**config.mk**
```make
export PLATFORM = sky130hd
export DESIGN_NAME = hostbus_wb_bridge
export DESIGN_NICKNAME = d
export VERILOG_FILES = /design/src/rtl/hbw_pkg.sv /design/src/rtl/hbw_sync.sv /design/src/rtl/hbw_ctrl.sv /design/src/rtl/hbw_rdata.sv /design/src/rtl/hostbus_wb_bridge.sv
export SDC_FILE = /design/constraint.sdc
export NUM_CORES = 1
export LEC_CHECK = 0
export BUFFER_PORTS_ARGS = -buffer_cell sky130_fd_sc_hd__buf_2
export CORE_UTILIZATION = 51
export DETAILED_ROUTE_END_ITERATION = 7
export HOLD_SLACK_MARGIN = 0.02
export PLACE_DENSITY = 0.78
export SLEW_MARGIN = 20
export SYNTH_ARGS = -nofsm -noshare
export SYNTH_HDL_FRONTEND = slang
export SYNTH_SLANG_ARGS = --single-unit
export TNS_END_PERCENT = 10
```
**constraint.sdc**
```tcl
create_clock -name clk -period 1.6 [get_ports clk]
set_input_delay 0.24 -clock clk [delete_from_list [all_inputs] [get_ports clk]]
set_output_delay 0.24 -clock clk [all_outputs]
set_load 0.1 [all_outputs]
```
**src/rtl/hbw_pkg.sv**
```systemverilog
package hbw_pkg;

    typedef enum logic [1:0] {
        ST_IDLE = 2'd0,
        ST_XFER = 2'd1,
        ST_HOLD = 2'd2
    } xfer_state_e;

    typedef struct packed {
        xfer_state_e state;
        logic        stb;
        logic        we;
    } xfer_ctl_t;

endpackage

```
**src/rtl/hbw_sync.sv**
```systemverilog
module hbw_sync #(
    parameter int               WIDTH   = 1,
    parameter int               STAGES  = 2,
    parameter logic [WIDTH-1:0] RST_VAL = '0
) (
    input  logic             clk,
    input  logic             rst_n,
    input  logic [WIDTH-1:0] async_i,
    output logic [WIDTH-1:0] sync_o
);

    logic [WIDTH-1:0] stage_d [STAGES];
    logic [WIDTH-1:0] stage_q [STAGES];

    generate
        for (genvar g = 0; g < STAGES; g++) begin : g_stage
            if (g == 0) begin : g_first
                always_comb stage_d[g] = async_i;
            end else begin : g_next
                always_comb stage_d[g] = stage_q[g-1];
            end

            always_ff @(posedge clk) begin
                if (!rst_n) stage_q[g] <= RST_VAL;
                else        stage_q[g] <= stage_d[g];
            end
        end
    endgenerate

    assign sync_o = stage_q[STAGES-1];

endmodule

```
**src/rtl/hbw_ctrl.sv**
```systemverilog
module hbw_ctrl
    import hbw_pkg::*;
#(
    parameter int AW = 12,
    parameter int DW = 16,
    localparam int WB_AW = AW + 1
) (
    input  logic             clk,
    input  logic             rst_n,
    input  logic             cs_n_s,
    input  logic             oe_n_s,
    input  logic             we_n_s,
    input  logic [AW-1:0]    addr_s,
    input  logic [DW-1:0]    data_s,
    input  logic             wb_ack_i,
    output logic [WB_AW-1:0] wb_adr_o,
    output logic [DW-1:0]    wb_dat_o,
    output logic             wb_stb_o,
    output logic             wb_cyc_o,
    output logic             wb_we_o
);

    xfer_ctl_t        ctl_d, ctl_q;
    logic [WB_AW-1:0] adr_d, adr_q;
    logic [DW-1:0]    wdat_d, wdat_q;
    logic             access_ok;

    // valid access: selected and exactly one direction strobe low
    assign access_ok = !cs_n_s && (oe_n_s != we_n_s);

    always_comb begin
        ctl_d  = ctl_q;
        adr_d  = adr_q;
        wdat_d = wdat_q;
        case (ctl_q.state)
            ST_IDLE: begin
                if (access_ok) begin
                    ctl_d.state = ST_XFER;
                    ctl_d.stb   = 1'b1;
                    ctl_d.we    = !we_n_s;
                    adr_d       = {addr_s, 1'b0};
                    wdat_d      = data_s;
                end
            end
            ST_XFER: begin
                if (wb_ack_i) begin
                    ctl_d.state = ST_HOLD;
                    ctl_d.stb   = 1'b0;
                end else if (!access_ok) begin
                    ctl_d.state = ST_IDLE;
                    ctl_d.stb   = 1'b0;
                end
            end
            ST_HOLD: begin
                if (!access_ok) ctl_d.state = ST_IDLE;
            end
            default: begin
                ctl_d.state = ST_IDLE;
                ctl_d.stb   = 1'b0;
                ctl_d.we    = 1'b0;
            end
        endcase
    end

    always_ff @(posedge clk) begin
        if (!rst_n) begin
            ctl_q  <= '{state: ST_IDLE, stb: 1'b0, we: 1'b0};
            adr_q  <= '0;
            wdat_q <= '0;
        end else begin
            ctl_q  <= ctl_d;
            adr_q  <= adr_d;
            wdat_q <= wdat_d;
        end
    end

    assign wb_adr_o = adr_q;
    assign wb_dat_o = wdat_q;
    assign wb_stb_o = ctl_q.stb;
    assign wb_cyc_o = ctl_q.stb;
    assign wb_we_o  = ctl_q.we;

    AST_DROP_ON_ACK: assert property (@(posedge clk) disable iff (!rst_n)
        wb_stb_o && wb_ack_i |=> !wb_stb_o);

    AST_HOLD_FIELDS: assert property (@(posedge clk) disable iff (!rst_n)
        wb_stb_o && !wb_ack_i |=> $stable(wb_adr_o) && $stable(wb_dat_o) && $stable(wb_we_o));

    AST_START_ON_ACCESS: assert property (@(posedge clk) disable iff (!rst_n)
        $rose(wb_stb_o) |-> $past(access_ok));

    AST_ADR_EVEN: assert property (@(posedge clk) disable iff (!rst_n)
        $rose(wb_stb_o) |-> (wb_adr_o[WB_AW-1:1] == $past(addr_s)));

endmodule

```
**src/rtl/hbw_rdata.sv**
```systemverilog
module hbw_rdata #(
    parameter int DW = 16
) (
    input  logic          clk,
    input  logic          rst_n,
    input  logic          wb_stb_i,
    input  logic          wb_we_i,
    input  logic          wb_ack_i,
    input  logic [DW-1:0] wb_dat_i,
    input  logic          host_cs_n,
    input  logic          host_oe_n,
    output logic [DW-1:0] host_data_o,
    output logic          host_data_oe
);

    logic [DW-1:0] rdata_d, rdata_q;
    logic          take;

    assign take = wb_ack_i && wb_stb_i && !wb_we_i;

    always_comb begin
        rdata_d = rdata_q;
        if (take) rdata_d = wb_dat_i;
    end

    always_ff @(posedge clk) begin
        if (!rst_n) rdata_q <= '0;
        else        rdata_q <= rdata_d;
    end

    assign host_data_o  = rdata_q;
    assign host_data_oe = !host_cs_n && !host_oe_n;

    AST_RDATA_HOLD: assert property (@(posedge clk) disable iff (!rst_n)
        !(wb_ack_i && wb_stb_i && !wb_we_i) |=> $stable(host_data_o));

endmodule

```
**src/rtl/hostbus_wb_bridge.sv**
```systemverilog
module hostbus_wb_bridge #(
    parameter int AW          = 12,
    parameter int DW          = 16,
    parameter int SYNC_STAGES = 2,
    localparam int WB_AW      = AW + 1,
    localparam int SW         = 3 + AW + DW
) (
    input  logic             clk,
    input  logic             rst_n,
    input  logic             host_cs_n,
    input  logic             host_oe_n,
    input  logic             host_we_n,
    input  logic [AW-1:0]    host_addr,
    input  logic [DW-1:0]    host_data_i,
    output logic [DW-1:0]    host_data_o,
    output logic             host_data_oe,
    output logic [WB_AW-1:0] wb_adr_o,
    output logic [DW-1:0]    wb_dat_o,
    input  logic [DW-1:0]    wb_dat_i,
    output logic             wb_stb_o,
    output logic             wb_cyc_o,
    output logic             wb_we_o,
    input  logic             wb_ack_i
);

    localparam logic [SW-1:0] SYNC_RST = {3'b111, {(AW + DW){1'b0}}};

    logic [SW-1:0] raw_bus, sync_bus;
    logic          cs_n_s, oe_n_s, we_n_s;
    logic [AW-1:0] addr_s;
    logic [DW-1:0] data_s;

    assign raw_bus = {host_cs_n, host_oe_n, host_we_n, host_addr, host_data_i};
    assign {cs_n_s, oe_n_s, we_n_s, addr_s, data_s} = sync_bus;

    hbw_sync #(
        .WIDTH  (SW),
        .STAGES (SYNC_STAGES),
        .RST_VAL(SYNC_RST)
    ) u_sync (
        .clk    (clk),
        .rst_n  (rst_n),
        .async_i(raw_bus),
        .sync_o (sync_bus)
    );

    hbw_ctrl #(
        .AW(AW),
        .DW(DW)
    ) u_ctrl (
        .clk     (clk),
        .rst_n   (rst_n),
        .cs_n_s  (cs_n_s),
        .oe_n_s  (oe_n_s),
        .we_n_s  (we_n_s),
        .addr_s  (addr_s),
        .data_s  (data_s),
        .wb_ack_i(wb_ack_i),
        .wb_adr_o(wb_adr_o),
        .wb_dat_o(wb_dat_o),
        .wb_stb_o(wb_stb_o),
        .wb_cyc_o(wb_cyc_o),
        .wb_we_o (wb_we_o)
    );

    hbw_rdata #(
        .DW(DW)
    ) u_rdata (
        .clk         (clk),
        .rst_n       (rst_n),
        .wb_stb_i    (wb_stb_o),
        .wb_we_i     (wb_we_o),
        .wb_ack_i    (wb_ack_i),
        .wb_dat_i    (wb_dat_i),
        .host_cs_n   (host_cs_n),
        .host_oe_n   (host_oe_n),
        .host_data_o (host_data_o),
        .host_data_oe(host_data_oe)
    );

endmodule

```
==> results.yml, run 1 <==
outcome:
  status: "complete, no violations"
hold_path:
  hp-start: "host_we_n"
  min_path_type: "in -> reg"
sta:
  period_share_pct: 93.3
  grt_setup_unrepaired: "false"
  setup_violations: 0
  finalCriticalPeriod_ps: 1490
  fin_tns_setup_ps: 0
  hold_viol: 0
  skew_ps: 8.77
  fmax_ghz: 0.670
  slew_viol_final: 0
final_layout:
  drive_gt1_share_pct: 27.1
  fin_area_um2: 4280
  syn2layout_area_growth_pct: 20.9
  nets: 505
  antenna_cells: 0
floorplan:
  io_pins: 99
  die_h_um: 85.3
  core_um2: 6530
  rows: 29
  die-area_um2: 7270
  fp.dieW_um: 85.3
  start_util_pct: 54.1
cts:
  h-tree-depth: 3
  worst_skew_pair.late_latency_ps: 360
  clk_path_buf_depth: 2
  cts-root-buf: "clkbuf_8"
  clock-sinks: 110
  cts_hold_buf: 0
  clkTransAtPathRegs_ps: 100
  cts_inserted_buffers: 9
  cts_tree: "yes"
power_and_ir_drop:
  power.total_mw: 4.79
  p_per_area_nw_per_um2: 1120
  ir_drop_uv: 737
  leakage_nw: 1.84
logic_synthesis:
  yosys_warnings: 0
  netlist_instances: 364
  syn_area_per_cell_um2: 9.71
  synth_area_um2: 3540
  seq_area_frac_synth_pct: 62.3
  yosys_register_bits: 110
  async_flop_share_pct: 0
  synth_flop_cell: "dfxtp_1"
  synth_edf_count: 0
  synth_cell_types: 30
  synth_nets: 417
route:
  drcViolationCount: 0
  routed_via_density: 4.65
  drt.antenna.violating_nets: 0
  drtIter0Drc: 72
  firstDrtPassIters: 5
  drt-total-wl_mm: 6.00
  wl_per_cell_um: 11.2
  vias: 2481
global_routing:
  grt_max_degree: 73
  grt_antenna_before_repair: 0
  grt_busiest_layer: "met2"
  grt_first_pass_wirelength_mm: 9.99
  grt_use_met2_pct: 28.0
  grt_overflow: 0
  grt_pass1_vias: 2265
  grt_util_all_layers_pct: 17.6
  grtUsageMet1_pct: 21.9
  met3_usage_pct: 4.47
critical_path:
  cp-end-kind: "flop"
  arrival_ps: 1760
  path_class: "reg -> reg"
  crit_path_max_fanout: 56
  critPathLaunch: "u_ctrl.ctl_q[3]"
  rr_startpoint: "u_ctrl.ctl_q[3]"
  worstPathRequired_ps: 1870
  cp-start-kind: "flop"
place:
  port_buffers: 97
  placed_cell_area_um2: 4060
  place.gp.congestion: 0.776
  hpwl_mm: 4.05
flow_run:
  maxCapViolCount: 0
==> per-layer routing <==
| layer | vias to the layer above | routed length, um |
|---|---|---|
| li1 | 1353 | - |
| met1 | 1043 | 2950 |
| met2 | 77 | 2610 |
| met3 | 8 | 328 |
| met4 | 0 | 107 |
| met5 | - | 0 |
==> kinds of logic (layout without fill, tap and decap cells) <==
group / Yosys count / after routing / share of synthesized area, %
AOI/OAI and AO/OA: 56 / 56 / 8.25
xor gates and xnor gates: 1 / 1 / 0.248
and+or+nand+nor: 165 / 165 / 23.8
other: 1 / 1 / 0.106
DFF: 110 / 110 / 62.3
buffers and inverters: 28 / 121 / 4.25
adders and majority gates: 3 / 3 / 1.06
==> critical path, stage by stage, from the launching register on <==
cell	delay, ps
dfxtp_1	340
inv_1	100
ha_2	250
nor3b_4	250
buf_12	240
nand3_1	110
o21ai_0	100
==> worst paths after layout <==
| kind | endpoint | slack (ps) | depth (start not counted) |
|---|---|---|---|
| setup / recovery | u_ctrl.wb_dat_o[1] | 110 | 6 |
| hold / removal | u_sync.stage_q[0][28] | 60 | 2 |
| setup reg to reg | u_ctrl.wb_dat_o[1] | 110 | 6 |
| hold reg to reg | u_sync.stage_q[1][30] | 420 | 1 |
==> cell usage in the layout, fill, tap and decap left out, types with 2 or more instances in the layout <==
master / count
inv_1: 2
nand2b_1: 6
o21ai_0: 29
ha_1: 2
o21ai_1: 3
nor2_1: 4
nand2_1: 62
dfxtp_1: 108
buf_12: 2
a21oi_1: 19
buf_2: 96
buf_4: 4
and2_1: 56
nand3_1: 29
clkbuf_8: 9
clkinv_4: 2
dfxtp_2: 2
==> power breakdown <==
group          total, mW  leakage [nW]  internal, mW  switching (mW)
clock network       1.66         0.101         0.754           0.909
registers           2.84         0.901          2.82          0.0255
logic              0.289         0.835         0.112           0.177
==> layout make-up <==
type / count / area, um2
inverters: 3 / 11.3
fillers: 538 / 2260
flip-flops and latches: 110 / 2200
well taps: 77 / 96.3
clock buffers: 10 / 128
multi-input cells: 226 / 1200
clock inverters: 6 / 82.6
repair buffers: 102 / 551
==> repair_timing <==
action | 4_1_cts | 5_1_grt
resized for setup | 0 | 2
buffers inserted | 0 | 0
setup endpoints to repair | 0 | 27
hold endpoints to repair | 0 | 0
==> synthesized netlist by cell type, types with 4 or more instances <==
cell type	instances	area share, %
dfxtp_1	110	62
nand2_1	62	6.6
and2_1	56	9.9
nand3_1	29	4.1
o21ai_0	29	4.1
a21oi_1	19	2.7
clkbuf_1	12	1.3
buf_2	6	0.85
nand2b_1	6	1.1
nor2_1	5	0.53
buf_4	4	0.85
==> flip-flops by register name, summed over array words and instances (netlist names) <==
register,flops
u_ctrl.wb_cyc_o,1
u_ctrl.wb_dat_o,16
u_ctrl.wb_we_o,1
u_sync.stage_q,62
u_rdata.host_data_o,16
u_ctrl.ctl_q,2
u_ctrl.wb_adr_o,12
==> through the flow <==
stage	worst slack, ps	utilization (%)	instances	hold WS [ps]
global placement	219	62.1	518	392
detailed placement	104	62.1	518	393
CTS	49.3	65.3	534	39.9
global route	2.66	65.5	534	34.5
finish	108	65.5	534	60.9
floorplan	-48.2	-	364	341
Note: power is estimated with default switching activity, not from simulation.
==> run 2: changes to the inputs <==
==> constraint.sdc (replaced) <==
create_clock -name clk -period 1.4 [get_ports clk]
set_input_delay 0.21 -clock clk [delete_from_list [all_inputs] [get_ports clk]]
set_output_delay 0.21 -clock clk [all_outputs]
set_load 0.1 [all_outputs]
==> run 2 against run 1 <==
The flow now finishes with violations (setup timing); design area rose by 4.7%; clock skew grew 2.4 ps; highest routed layer unchanged; sequential share of layout area fell by 2.2 points; sequential cell count is the same; final cell count up 1.7%; setup slack worse by 110 ps; clock power increased by 11%; sequential power grew 14%; critical path type unchanged; via count increased by 3.6%; maximum frequency up 6.4%.
==> results.yml, run 2 (synthesis results as in run 1) <==
cts:
  clkTransAtPathRegs_ps: 110
  worst_skew_pair.late_latency_ps: 360
  cts_tree: "yes"
  cts-root-buf: "clkbuf_8"
  h-tree-depth: 3
  clock-sinks: 110
  cts_inserted_buffers: 9
  clk_path_buf_depth: 2
final_layout:
  layout_commonest_cell: "dfxtp_1"
  regMostFlops: "u_sync.stage_q"
  syn2layout_area_growth_pct: 26.6
  fillerInstances: 509
  final_cells: 543
  antenna_cells: 0
  fin_area_um2: 4480
  drive_gt1_share_pct: 30.0
  final_cell_mix: "104 x dfxtp_1, 70 x buf_2, 62 x nand2_1"
  nets: 514
  largest_reg_flops: 62
global_routing:
  grt_overflow: 0
  grt_antenna_before_repair: 0
  grt_pass1_vias: 2267
  grt_util_all_layers_pct: 17.7
  grt_first_pass_wirelength_mm: 10.1
  grt_max_degree: 71
route:
  drtIter0Drc: 114
  drt-total-wl_mm: 6.61
  wl_per_cell_um: 12.2
  vias: 2570
  routed_via_density: 4.73
  drcViolationCount: 0
  firstDrtPassIters: 4
  drt.antenna.violating_nets: 0
floorplan:
  start_util_pct: 54.1
  io_pins: 99
  die-area_um2: 7270
  fp.dieW_um: 85.3
  die_h_um: 85.3
  rows: 29
  core_um2: 6530
sta:
  slew_viol_final: 0
  setup_violations: 1
  finalCriticalPeriod_ps: 1400
  layout_setup_ws_ps: -2.52
  skew_ps: 11.2
  fin_tns_setup_ps: -2.52
  period_share_pct: 100
  holdWs_ps: 40.1
  hold_viol: 0
  fmax_ghz: 0.713
  grt_setup_unrepaired: "true"
place:
  place_inst: 520
  port_buffers: 97
  place.gp.congestion: 0.769
  hpwl_mm: 3.93
  placed_cell_area_um2: 4080
outcome:
  violations: "setup timing"
  status: "finished, violations left"
hold_path:
  min_path_type: "in -> reg"
  hp-start: "host_addr[4]"
critical_path:
  cp-end-kind: "flop"
  path_class: "reg -> reg"
  arrival_ps: 1700
  rr_startpoint: "u_ctrl.ctl_q[2]"
  critPathLaunch: "u_ctrl.ctl_q[2]"
  cp-start-kind: "flop"
  worstPathRequired_ps: 1700
  crit_path_max_fanout: 14
power_and_ir_drop:
  ir_drop_uv: 769
  p_per_area_nw_per_um2: 1220
  power.total_mw: 5.45
  leakage_nw: 1.89
flow_run:
  maxCapViolCount: 0
-- run 2: cell types whose count changed in the layout (fill, tap and decap cells not counted), sizes merged --
cell	change
dlygate4sd3	+3
clkinvlp	-1
inv	+3
buf	-20
bufinv	-1
clkbuf	+25
-- run 2: repair_timing --
item / CTS / global route
hold buffers: 1 / 2
gates resized for setup: 2 / 61
pin swaps: 0 / 1
endpoints found under the setup margin: 4 / 53
hold endpoints to repair: 1 / 2
buffers inserted: 0 / 1
gates cloned: 0 / 3
-- run 2: cell type report --
| type | instances | area [um2] | share of cell area [%] |
|---|---|---|---|
| clock buffer | 9 | 124 | 2.77 |
| multi-input combinational | 226 | 1220 | 27.2 |
| tap | 77 | 96.3 | 2.15 |
| timing repair buffer | 111 | 746 | 16.7 |
| inverter | 3 | 11.3 | 0.251 |
| clock inverter | 7 | 72.6 | 1.62 |
| sequential | 110 | 2210 | 49.3 |
-- run 2: final timing paths --
check	end	slack (ps)	cells after the start
setup reg to reg	u_ctrl.wb_adr_o[5]	-3	7
hold / removal	u_sync.stage_q[0][20]	40	2
setup / recovery	u_ctrl.wb_adr_o[5]	-3	7
hold reg to reg	u_sync.stage_q[1][28]	420	1
-- run 2: through the flow --
stage / worst slack (ps) / utilization, %
after detailed placement: 37.7 / 62.5
final: -2.52 / 68.6
after global placement: 117 / 62.5
after floorplan: -248 / -
after global routing: -70.7 / 68.6
after CTS: -7.65 / 65.7
-- run 2: worst max-delay path, cell delays in order (launching register included) --
cell,delay [ps]
dfxtp_2,350
inv_1,90
ha_2,190
nor3b_4,180
buf_6,160
clkbuf_16,170
nand3_1,100
o21ai_1,90
-- run 2: report_power, final --
part	total, mW	switching, mW	internal (mW)
Sequential	3.25	0.0307	3.22
Combinational	0.361	0.211	0.150
Clock	1.84	1.13	0.707
-- run 2: layer usage --
layer,up-vias,global-route usage [%],wire length [um]
met5,-,0,0
met4,0,7.73,87
met3,7,5.64,378
met2,82,27.8,3080
met1,1114,22.4,3060
li1,1367,-,-
